**src/rtl/edge_pair_capture.sv**
```systemverilog
module edge_pair_capture #(
  parameter int CNT_W = 16,
  parameter int SYNC_STAGES = 2
) (
  input  logic             clk,
  input  logic             rst_n,
  input  logic [CNT_W-1:0] cnt_i,
  input  logic             pin_i,
  input  logic             wr_en,
  input  logic             rd_en,
  input  logic [2:0]       addr,
  input  logic [CNT_W-1:0] wdata,
  output logic [CNT_W-1:0] rdata,
  output logic             irq_a_o,
  output logic             irq_b_o
);
  localparam logic [2:0] A_CTRL = 3'd0, A_CFG = 3'd1, A_FLAG = 3'd2,
                         A_CAPA = 3'd3, A_CAPB = 3'd4;

  logic [SYNC_STAGES:0] sync;
  logic glb_en, pair_en, mode, arm, got_first;
  logic [1:0] sel_a, sel_b;
  logic ie_a, ie_b, flag_a, flag_b;
  logic [CNT_W-1:0] cap_a, cap_b, shadow_b;

  wire rise = sync[SYNC_STAGES-1] & ~sync[SYNC_STAGES];
  wire fall = ~sync[SYNC_STAGES-1] & sync[SYNC_STAGES];
  wire mode_on = glb_en & pair_en & ~mode;
  wire wr_ctrl = wr_en && addr == A_CTRL;

  function automatic logic match(input logic [1:0] sel, input logic r, input logic f);
    return (sel == 2'b01) ? r : (sel == 2'b10) ? f : 1'b0;
  endfunction

  wire hit_a = mode_on & arm & ~got_first & match(sel_a, rise, fall);
  wire hit_b = mode_on & arm & got_first & match(sel_b, rise, fall);

  always_ff @(posedge clk or negedge rst_n)
    if (!rst_n) sync <= '0;
    else        sync <= {sync[SYNC_STAGES-1:0], pin_i};

  always_ff @(posedge clk or negedge rst_n) begin
    if (!rst_n) begin
      {glb_en, pair_en, mode, arm, got_first} <= '0;
      {sel_a, sel_b, ie_a, ie_b} <= '0;
    end else begin
      if (wr_ctrl) {mode, pair_en, glb_en} <= wdata[2:0];
      if (hit_b)        arm <= 1'b0;
      else if (wr_ctrl) arm <= wdata[3];
      if (hit_b || wr_ctrl) got_first <= 1'b0;
      else if (hit_a)       got_first <= 1'b1;
      if (wr_en && addr == A_CFG) {ie_b, ie_a, sel_b, sel_a} <= wdata[5:0];
    end
  end

  always_ff @(posedge clk or negedge rst_n) begin
    if (!rst_n) begin
      {flag_a, flag_b} <= '0;
      cap_a <= '0;
      cap_b <= '0;
      shadow_b <= '0;
    end else begin
      flag_a <= hit_a | (flag_a & ~(wr_en && addr == A_FLAG && wdata[0]));
      flag_b <= hit_b | (flag_b & ~(wr_en && addr == A_FLAG && wdata[1]));
      if (hit_a) cap_a <= cnt_i;
      if (hit_b) cap_b <= cnt_i;
      if (rd_en && addr == A_CAPA) shadow_b <= cap_b;
    end
  end

  always_comb begin
    rdata = '0;
    case (addr)
      A_CTRL: rdata[3:0] = {arm, mode, pair_en, glb_en};
      A_CFG:  rdata[5:0] = {ie_b, ie_a, sel_b, sel_a};
      A_FLAG: rdata[1:0] = {flag_b, flag_a};
      A_CAPA: rdata = cap_a;
      A_CAPB: rdata = shadow_b;
      default: rdata = '0;
    endcase
  end

  assign irq_a_o = flag_a & ie_a;
  assign irq_b_o = flag_b & ie_b;

  a_r2_b_after_a: assert property (@(posedge clk) disable iff (!rst_n)
    (cap_b != $past(cap_b)) |-> $past(got_first && arm));
  a_r4_arm_drops_with_pair: assert property (@(posedge clk) disable iff (!rst_n)
    $rose(flag_b) |-> !arm);
  a_r4_idle_holds: assert property (@(posedge clk) disable iff (!rst_n)
    !arm |=> $stable(cap_a) && $stable(cap_b));
  a_r3_gated_off: assert property (@(posedge clk) disable iff (!rst_n)
    !mode_on |=> $stable(cap_a) && $stable(cap_b));
  a_r1_flag_with_capture: assert property (@(posedge clk) disable iff (!rst_n)
    $rose(flag_a) |-> got_first);
endmodule

```
**config.mk**
```make
export PLATFORM = sky130hd
export DESIGN_NAME = edge_pair_capture
export DESIGN_NICKNAME = d
export VERILOG_FILES = /design/src/rtl/edge_pair_capture.sv
export SDC_FILE = /design/constraint.sdc
export NUM_CORES = 1
export LEC_CHECK = 0
export ABC_CLOCK_PERIOD_IN_PS = 3400
export BUFFER_PORTS_ARGS = -buffer_cell sky130_fd_sc_hd__buf_2
export CAP_MARGIN = 20
export CORE_MARGIN = 8
export CORE_UTILIZATION = 40
export DETAILED_ROUTE_END_ITERATION = 10
export MAX_ROUTING_LAYER = met4
export RECOVER_POWER = 50
export SYNTH_ARGS = -nofsm -noshare
export SYNTH_HDL_FRONTEND = slang
export SYNTH_SLANG_ARGS = --single-unit
```
**constraint.sdc**
```tcl
create_clock -name clk -period 3.4 [get_ports clk]
set_input_delay 0.34 -clock clk [delete_from_list [all_inputs] [get_ports clk]]
set_output_delay 0.34 -clock clk [all_outputs]
set_load 0.03 [all_outputs]
```
Word-level counts from Yosys, hierarchy flattened
Index checks and enable logic that the tools add are counted.
Storage, ports and cells
  bits in registers: 64
  output and inout bits: 18
  logic and storage cells: 66
Cells by class
  equal/unequal tests: 8
  mux-type cells: 12
  bitwise operators: 21
  reduce and logical (&&, ||, !) cells: 10
Operators by type and width (count)
  case mux 10 bit (2 select lines): 1
  bitwise AND 1 bit: 13
  case mux 2 bit (5 select lines): 1
  two-way mux 1 bit: 8
  case mux 2 bit (4 select lines): 1
  == test 3 x 2 -> 1 bit (second input constant): 2
  logical AND 1 bit: 6
  NOT 1 bit: 6
  case mux 2 bit (3 select lines): 1
  == test 2 x 1 -> 1 bit (second input constant): 2
  == test 2 bit (second input constant): 2
  nonzero test 2 bit: 2
  == test 3 x 1 -> 1 bit (second input constant): 1
  == test 3 bit (second input constant): 1
  logical NOT 3 bit: 1
  OR 1 bit: 2
  logical OR 1 bit: 1

Logic depth before layout (Yosys ltp)
  depth after elaboration: 7
  gate-level depth with buffers: 5
  gate-level depth less buffers: 3

Worst setup path after synthesis
No wires, ideal clock.
  kind: in2out
  from: input port addr[0]
  to: output port rdata[4]
  data arrival time: 1538 ps
  required time: 3060 ps
  slack: 1522 ps
  cell stages on the path: 4
  cell sequence: buf_2 > nor2b_1 > a22oi_1 > o21ai_0
On the way
  word-level cells in the longest chain between the ends: 2
  elaborated cells on any way between the ends: 4
  those cells by class: 3 x eq/ne; 1 x mux
RTL lines
  from (decl): line 11  | input logic [2:0] addr,
  == test 3 bit (tied with other cells): line 73  | case (addr)
  case mux 2 bit (3 select lines) *: line 73
  to (decl): line 13  | output logic [CNT_W-1:0] rdata,
Every way passes the cells marked *; elsewhere a longest branch is shown, timed or not.

Worst setup path in the final report
  from: input port addr[1]
  to: output port rdata[5]
The elaborated chain is that of the path after synthesis.

==> impl_results.md <==
* DR WL/cell at 16.7 µm
* Hold path endpoint: sync[0]
* Maximum clock path buffer count at 2
* Dpl hpwl at 4080 µm
* EDFF count, synth at 0
* Final worst path period share at about 70%
* Antenna-violating nets left at 0
* Vias per std cell at 5.00
* CTS Sinks at between 60 and 70
* Most frequent cell after synthesis: dfrtp_1
* Residual DRC at 0
* CTS Buf Count at 9
* Post-layout net count at 292
* Gate count of the mapped netlist at 202
* Worst path cell trace: clkbuf_1 -> and3b_1 -> nand2_1 -> o21ai_0 -> buf_2
* Mean Syn Cell Area at 14.3 µm²
* # rows at 31
* R2R cell count at 4
* Port bufs at 47
* Die W at 101 µm
* CP Data Arrival Time at 2010 ps
* Seq pwr share at 50.9%
* Yosys top cell by area: dfrtp_1
* Synth Flop Type: dfrtp_1
* Diode count at 0
* Vias in the first global route at 1,921
* CP Launch Type: input pin
* Postcts setup bufs at 0
* Crit-path slowest cell: and3b_1
* Syn Nets at 242
* Final setup fails at 0
* RR Endpoint: cap_a[6]
* Clk Latency, worst-skew pair at approximately 340 ps
* Placed cells at 340
* Top cells by area in the synthesized netlist: dfrtp_1, mux2_2, mux2_4
* Top-area cell type share of the netlist area at 55.3%
* Antenna violations before repair at 0
* Register area share after synthesis at 55.3%
* DR iter-0 viols at 74
* Critical Path Source: addr[1]
* Pre-Repair DR Iteration Count at 4
* P_sw at between 0.0004 and 0.0005 W
* Pleak at 1.59 nW
* Crit Path Category: in -> out
* Clock root buffer: clkbuf_8
* Comb power frac at 14.6%
* Final Hold Fails at 0
* Post-CTS resize count at 0
* Data required time at the worst endpoint at 3060 ps
* Total Neg Setup Slack at 0 ps
* Worst vdd ir at ~0.23 mV
* TritonCTS clock tree: built
* Place WS at roughly 1200 ps
* Ys Warns at 0
* Max-cap violations at 0
* Least-Margin Pin Slew at 1460 ps
* Die height at just over 100 µm
* Synth Cell Area at a little under 3000 µm²
* Area grow syn2layout at 17.2%
* HP Class: in -> reg
* Final global-route overflow total at 0
* Internal at 0.00135 W
* IO Count at 58
* Crit Path Max Fanout at 17
* Hold_sp: pin_i
* Hold Path Stages at 1
* Slew headroom at 2.45%
* CP endpoint kind: output pin
* Core Region at 7140 µm²
* Synthesized flop and latch total at 64
* Max-slew violations at 0
* Via Count at 1,781
* Layout Skew at 11.4 ps
* Synth cell types at 38
* Routability cong. at 0.782
* Largest net degree at the start of global routing at 38
* Slowest cell delay on critical path at just over 700 ps
* Hold-fix buffers at CTS at 0
* Reg clk slew, reported paths at 70 ps
* Min Tclk post-route at roughly 2400 ps
* First-pass GRT wire length at 10,100 µm
* RSZ-0062 raised after global routing: no
* Final setup margin at 1050 ps
* Max Fclk at 425 MHz
* Area of the die at about 10,000 µm²
* GRT Total Usage at 13.3%
* Crit Reg-Reg Startpoint: sync[1]
* Switch share at 26.8%
* Routed wire length at 5950 µm
* Async set or reset register ratio after synthesis at 100%
* H-tree Lvls at 3
* Layout cell share with drive strength beyond 1 at 48.2%
* Non-filler instance count after layout at 356
* Cell area power density at 545 nW/µm²
* Initial core utilization at 40.6%
* R2r setup slk at 1210 ps
* Clock Power Share at approximately 35%
* Status: complete, no violations
* Most frequent cells after synthesis: dfrtp_1, mux2_2, nand2_1, mux2_4, a22o_1
==> final cells by class <==
class	count	area (µm²)
Tap cell	99	124
Multi-Input combinational cell	126	1220
Sequential cell	64	1600
Inverter	1	3.75
Fill cell	665	3740
Clock buffer	9	124
Clock inverter	7	72.6
Timing Repair Buffer	50	250
==> through the flow <==
step	hold slack [ps]	power (W)	utilization (%)	instance area (µm²)
6_report	114	0.00185	47.5	3390
5_1_grt	104	0.00195	47.5	3390
4_1_cts	24.6	0.00188	47.7	3410
3_5_place_dp	339	0.00123	45.0	3210
3_3_place_gp	333	0.00123	45.0	3210
2_1_floorplan	44.4	0.00114	-	2900
==> how the worst max path moves through the flow <==
stage                         endpoint  depth (start not counted)
after global placement    shadow_b[11]                          4
after global routing          rdata[5]                          5
after floorplan               rdata[4]                          4
after CTS                     cap_a[6]                          4
after detailed placement  shadow_b[11]                          4
final                         rdata[5]                          5
==> kinds of logic after synthesis <==
| family | count (synthesis) | synth area share [%] |
|---|---|---|
| and+or+nand+nor | 37 | 8.82 |
| AOI/OAI and AO/OA | 31 | 8.73 |
| DFF | 64 | 55.3 |
| muxes | 58 | 24.5 |
| buffers and inverters | 12 | 2.64 |
==> routing by layer <==
layer	vias to the layer above	share of wire, %	global-route usage, %
li1	841	-	-
met1	901	49	17.0
met2	29	47	19.5
met3	10	2.7	2.56
met4	0	2.0	6.87
met5	-	0	-
==> power groups by stage <==
stage / logic (W) / clock network, W / registers (W)
after floorplan: 0.000206 / 0 / 0.000933
after global placement: 0.000272 / 0 / 0.000954
after detailed placement: 0.000277 / 0 / 0.000956
after CTS: 0.000278 / 0.000656 / 0.000942
after global routing: 0.000298 / 0.000692 / 0.000958
final: 0.000271 / 0.000639 / 0.000941
==> critical path: cells and delay by family <==
family                 cells  cell delay [ps]
buffers and inverters      2              720
AND/OR/NAND/NOR            2              820
AO/OA/AOI/OAI              1              120
==> layout by cell type (no fill, tap or decap), types with 2 or more instances in the layout <==
| cell type | netlist | final |
|---|---|---|
| clkinv_2 | 0 | 2 |
| a22oi_1 | 4 | 4 |
| nor2b_1 | 3 | 3 |
| mux2i_1 | 3 | 3 |
| o21a_1 | 2 | 2 |
| a22o_1 | 10 | 10 |
| and2_1 | 2 | 2 |
| nand4bb_1 | 2 | 2 |
| buf_4 | 1 | 2 |
| nand2_1 | 18 | 18 |
| buf_2 | 2 | 43 |
| nand4bb_4 | 2 | 2 |
| clkinv_4 | 0 | 2 |
| dfrtp_1 | 64 | 64 |
| nor4bb_1 | 2 | 2 |
| clkbuf_1 | 5 | 4 |
| o21ai_0 | 4 | 4 |
| mux2_2 | 39 | 39 |
| clkbuf_8 | 0 | 9 |
| a2bb2oi_1 | 2 | 2 |
| clkinvlp_4 | 0 | 2 |
| mux2_4 | 16 | 16 |
| o22ai_1 | 2 | 2 |
==> registers in the layout (all words and copies together), names as in the netlist <==
register	count
flag_a	1
got_first	1
cap_a	16
arm	1
glb_en	1
sel_b	2
cap_b	16
pair_en	1
mode	1
sync	3
flag_b	1
sel_a	2
shadow_b	16
ie_a	1
ie_b	1
Power figures use the tool's default switching activity.
